===== src/rtl/sram_rd_out.sv =====
module sram_rd_out #(
  parameter int LANES  = 4,
  parameter int LANE_W = 9,
  localparam int DW    = LANES * LANE_W
) (
  input  logic          clk,
  input  logic          rst_n,
  input  logic [DW-1:0] arr_data,
  input  logic          rd_vld,
  input  logic          wr_cyc,
  input  logic          dsel,
  input  logic          oe_n,
  input  logic          pipe_mode,
  input  logic          single_desel,
  output logic [DW-1:0] dq_out,
  output logic [LANES-1:0] dq_oe
);

  // cycle class after priority: write > deselect > read
  logic rd_eff, stop_eff;
  assign stop_eff = wr_cyc | dsel;
  assign rd_eff   = rd_vld & ~stop_eff;

  // read-presenting state: now and one edge ago
  logic st_d, st_now;
  assign st_now = rd_eff | (~stop_eff & st_d);

  logic [DW-1:0] q_reg;

  always_ff @(posedge clk) begin
    if (!rst_n) begin
      st_d  <= 1'b0;
      q_reg <= '0;
    end else begin
      st_d <= st_now;
      if (rd_eff) q_reg <= arr_data;
    end
  end

  // tap chosen by the two modes
  logic en_state;
  always_comb begin
    unique case ({pipe_mode, single_desel})
      2'b01:   en_state = st_now;
      2'b00:   en_state = st_now | st_d;
      2'b11:   en_state = st_now & st_d;
      default: en_state = st_d;
    endcase
  end

  logic drive;
  assign drive = en_state & ~wr_cyc & ~oe_n;

  logic bypass;
  assign bypass = ~pipe_mode & rd_eff;

  for (genvar i = 0; i < LANES; i++) begin : g_lane
    assign dq_oe[i] = drive;
    assign dq_out[i*LANE_W +: LANE_W] =
      bypass ? arr_data[i*LANE_W +: LANE_W] : q_reg[i*LANE_W +: LANE_W];
  end

  AST_FT_SAME_CYCLE: assert property (@(posedge clk) disable iff (!rst_n)
    (!pipe_mode && rd_vld && !wr_cyc && !dsel) |-> dq_out == arr_data);

  AST_PIPE_REGISTERED: assert property (@(posedge clk) disable iff (!rst_n)
    (pipe_mode && $past(rd_vld && !wr_cyc && !dsel)) |-> dq_out == $past(arr_data));

  AST_SCD_IMMEDIATE_OFF: assert property (@(posedge clk) disable iff (!rst_n)
    (single_desel && dsel) |-> dq_oe == '0);

  AST_DCD_PIPE_LATE_OFF: assert property (@(posedge clk) disable iff (!rst_n)
    (pipe_mode && !single_desel && $past(pipe_mode && !single_desel && dsel && !rd_vld))
      |-> dq_oe == '0);

  AST_WRITE_HIZ: assert property (@(posedge clk) disable iff (!rst_n)
    wr_cyc |-> dq_oe == '0);

  AST_OE_RELEASE: assert property (@(posedge clk) disable iff (!rst_n)
    oe_n |-> dq_oe == '0);

  AST_LANES_UNIFORM: assert property (@(posedge clk) disable iff (!rst_n)
    ($countones(dq_oe) == 0) || ($countones(dq_oe) == LANES));

endmodule


===== config.mk =====
export PLATFORM = sky130hd
export DESIGN_NAME = sram_rd_out
export DESIGN_NICKNAME = d
export VERILOG_FILES = /design/src/rtl/sram_rd_out.sv
export SDC_FILE = /design/constraint.sdc
export NUM_CORES = 1
export LEC_CHECK = 0
export CORE_ASPECT_RATIO = 1.2
export CORE_MARGIN = 5
export CORE_UTILIZATION = 35
export DETAILED_ROUTE_END_ITERATION = 12
export PLACE_DENSITY = 0.73
export SYNTH_ARGS = -nofsm -noshare
export SYNTH_HDL_FRONTEND = slang
export SYNTH_SLANG_ARGS = --single-unit

===== constraint.sdc =====
create_clock -name clk -period 1.8 [get_ports clk]
set_input_delay 0.36 -clock clk [delete_from_list [all_inputs] [get_ports clk]]
set_output_delay 0.36 -clock clk [all_outputs]
set_load 0.02 [all_outputs]

Yosys cells after proc, flatten, opt, wreduce, memory -nomap -nowiden
Cells that the tools add are included.
{ "word_totals": {"register_bits": 37, "in_bits": 44, "elab_cells": 23} }
{ "classes": {"n_eq_ne": 2, "mux": 5, "n_bitwise": 13, "n_reduce_logical": 1} }
{ "ops": {"columns": ["operator", "count"], "rows": [
  ["9-bit 2-to-1 mux", 4],
  ["1-bit AND", 6],
  ["1-bit inverter", 4],
  ["1-bit bitwise OR", 3],
  ["1-bit one-hot mux with 3 select lines", 1],
  ["2-bit by 1-bit equality test with 1-bit output, second input constant", 1],
  ["2-bit equality test, second input constant", 1],
  ["2-bit zero test", 1]
]} }

Logic depth before layout (Yosys ltp)
{ "logic_depth": {"ltp_word": 8, "ltp_mapped": 5, "ltp_nobuf": 2} }

Worst setup path before layout
OpenSTA, ideal clock, no wires.
{ "synth_timing": {"kind": "input port to output port", "from": "in dsel", "to": "out dq_out[10]", "arrival_ns": 1.315, "required_time_ns": 1.440, "path_slack_ns": 0.125, "stages": 4, "n_path_buf": 2, "path_cell_list": "nor4b_2 -> buf_6 -> buf_12 -> mux2_4"} }
{ "synth_via": {"elab_chain_cells": 5} }
{ "synth_lines": {"columns": ["item", "line", "source"], "rows": [
  ["start, declared", "11", "input logic dsel,"],
  ["1-bit bitwise OR", "21", "assign stop_eff = wr_cyc | dsel;"],
  ["1-bit inverter", "22", "assign rd_eff = rd_vld & ~stop_eff;"],
  ["1-bit AND", "22", null],
  ["1-bit AND", "55", "assign bypass = ~pipe_mode & rd_eff;"],
  ["9-bit 2-to-1 mux", "60", "bypass ? arr_data[i*LANE_W +: LANE_W] : q_reg[i*LANE_W +: LANE_W];"],
  ["end, declared", "15", "output logic [DW-1:0] dq_out,"]
]} }
No other way between the ends.

Final worst setup path
{ "layout_timing": {"from": "in wr_cyc", "to": "out dq_out[28]"} }
{ "layout_via": {"elab_chain_cells": 5} }
{ "layout_lines": {"columns": ["item", "line", "source"], "rows": [
  ["start, declared", "10", "input logic wr_cyc,"],
  ["1-bit bitwise OR", "21", null],
  ["1-bit inverter", "22", null],
  ["1-bit AND", "22", null],
  ["1-bit AND", "55", null],
  ["9-bit 2-to-1 mux", "60", null]
]} }
No other way between the ends.

==> results.md <==
- Run status: finished, violations left
- Failing checks: negative setup slack
- Root buf cell: clkbuf_8
- H-tree levels: 2
- Worst endpoint required time: 1.44 ns
- Count leader, synth: nand2_1
- Antenna Cells: 0
- Area Growth Syn to Fin: 64.3%
- Critical Path AT: 1.65 ns
- Cells after Synth: 208
- Share of the synthesized area in the top cell type: 0.353
- Yosys cell types: 18
- Crit Path Category: in -> out
- Die ar.: 0.00765 mm^2
- Setup violators final: 40
- Post-route DRC: 0
- Worst setup margin: -0.206 ns
- Final GP Congestion: 0.624
- Worst-path clk slew: 0.08 ns
- Worst relative slew slack: 0.803
- Num Clock Sinks: 37
- WL final: 5.61 mm
- Worst skew pair latency: 0.29 ns
- RSZ-0062 raised after global routing: true
- Synth warn: 0
- Largest register FFs: 36
- Post-synth EDFFs: 0
- Vias in the first global route: 1809
- Hold-fix buffers, CTS: 0
- DP Wirelength: 3.34 mm
- Worst hold path type: in -> reg
- IO Port Bufs: 83
- Max Cap Viol: 0
- Largest area contributor in the netlist: dfxtp_1
- Fmax: 0.498 GHz
- TritonCTS Buffers: 5
- Final ANT Viol Nets: 0
- Static Leak: 1.43 nW
- Total global-route track usage: 0.147
- Initial antenna violation count: 0
- Ys flop type: dfxtp_1
- Largest cells by area after synthesis: dfxtp_1, mux2_4, mux2i_1, nand2_1, mux2_2
- Core area: 0.00593 mm^2
- Average wire per standard cell: 14.6 um
- Ports: 84
- Worst-Margin Slew: 0.296 ns
- Pins Over Slew Limit: 0
- Global-route wire length before repair: 8.57 mm
- Crit start category: input pin
- Worst Setup End Kind: primary output
- Worst Setup SP: wr_cyc
- Fin. Hold Viols: 0
- DRT iter0 DRCs: 61
- CTS tree: done
- Die extent in y: 94.8 um
- Drt via density: 4.59
- PD cells: 638 mW/mm^2
- Nets@finish: 344
- Initial Util: 0.354
- Post-Place Cell Area: 0.00297 mm^2
- Vias: 1759
- Setup Skew: 0 ns
- Layout cells sized above 1: 0.379
- Largest net degree at the start of global routing: 74
- Register bit total from synthesis: 37
- Chip Width: 80.7 um
- Most instantiated cells after synthesis: nand2_1, dfxtp_1, mux2i_1
- Post-synth ARST share: 0
- Pre-CTS WS: -0.979 ns
- Fin crit period: 2.01 ns
- Final Instance Area: 0.00345 mm^2
- Worst vdd ir: 0.000380 V
- Syn_nets: 252
- Max FO, Critical Path: 5
- Row count: 31
- Worst Hold Launch: wr_cyc
- Max clock buf depth: 2
- First-pass iteration count of the detailed router: 4
- Avg Cell Area, Syn: 10.1 um^2
- Synthesized cell area: 0.00210 mm^2
- Worst r2r src: st_d
- Period utilization: 1.11
- Sequential area share after synthesis: 0.353
- GRT overflow: 0
==> cells by family after synthesis <==
kind of cell | count (synthesis) | synth area share
and+or+nand+nor | 76 | 0.144
muxes | 72 | 0.417
DFF | 37 | 0.353
buffers and inverters | 20 | 0.0775
AOI/OAI and AO/OA | 3 | 0.00954
==> worst max-delay path: stages <==
cell,delay [ns]
buf_6,0.10
nor4b_4,0.31
buf_4,0.18
buf_6,0.12
buf_16,0.13
mux2_4,0.31
buf_6,0.13
==> through the flow <==
step	util	hold WS [ns]	total power [W]	cells	setup TNS [ns]
after floorplan	-	0.432	0.00110	208	0
after global routing	0.581	0.333	0.00231	383	-7.96
after detailed placement	0.500	0.449	0.00131	360	-39.57
after global placement	0.500	0.440	0.00130	360	-36.49
after CTS	0.574	0.332	0.00223	383	-6.60
final	0.581	0.347	0.00220	383	-5.74
==> final timing paths <==
path	to	slack (ns)	cells past startpoint
hold / removal	st_d	0.35	3
hold reg to reg	q_reg[15]	0.46	2
setup reg to reg	st_d	1.17	2
setup / recovery	dq_out[28]	-0.21	7
==> routing by layer <==
metal / vias to the layer above / part of all wire / track usage
li1: 880 / - / -
met1: 823 / 0.39 / 0.163
met2: 49 / 0.55 / 0.270
met3: 7 / 0.053 / 0.0401
met4: 0 / 0.0091 / 0.0423
met5: - / 0 / 0
==> layout make-up <==
type | instances | area [um^2]
flip-flops and latches | 37 | 741
well taps | 82 | 103
clock buffers | 5 | 68.8
multi-input cells | 151 | 1240
repair buffers | 105 | 1230
fillers | 531 | 2480
clock inverters | 3 | 65.1
==> cells in the final DEF (no fill, tap or decap), drive strengths merged <==
cell           instances
clkdlybuf4s50         38
nand2                 72
buf                   66
nor4b                  1
clkbuf                 6
nor3                   1
dfxtp                 37
a21boi                 1
bufinv                 2
nor2                   1
nor3b                  1
clkinv                 1
mux2i                 36
o21ai                  1
mux2                  36
o21a                   1
==> power breakdown <==
part / internal (W) / switching [W] / leakage [nW] / total [W]
combinational: 0.000289 / 0.000198 / 1.06 / 0.000487
clock: 0.000551 / 0.000301 / 0.0681 / 0.000852
sequential: 0.000847 / 0.0000148 / 0.301 / 0.000862
==> what timing repair did <==
action / CTS / global route
pin swaps: 2 / 2
buffers inserted: 9 / 1
endpoints found under the hold margin: 0 / 0
cloned: 6 / 1
gates resized for setup: 265 / 15
setup endpoints to repair: 40 / 40
Power figures use the tool's default switching activity.
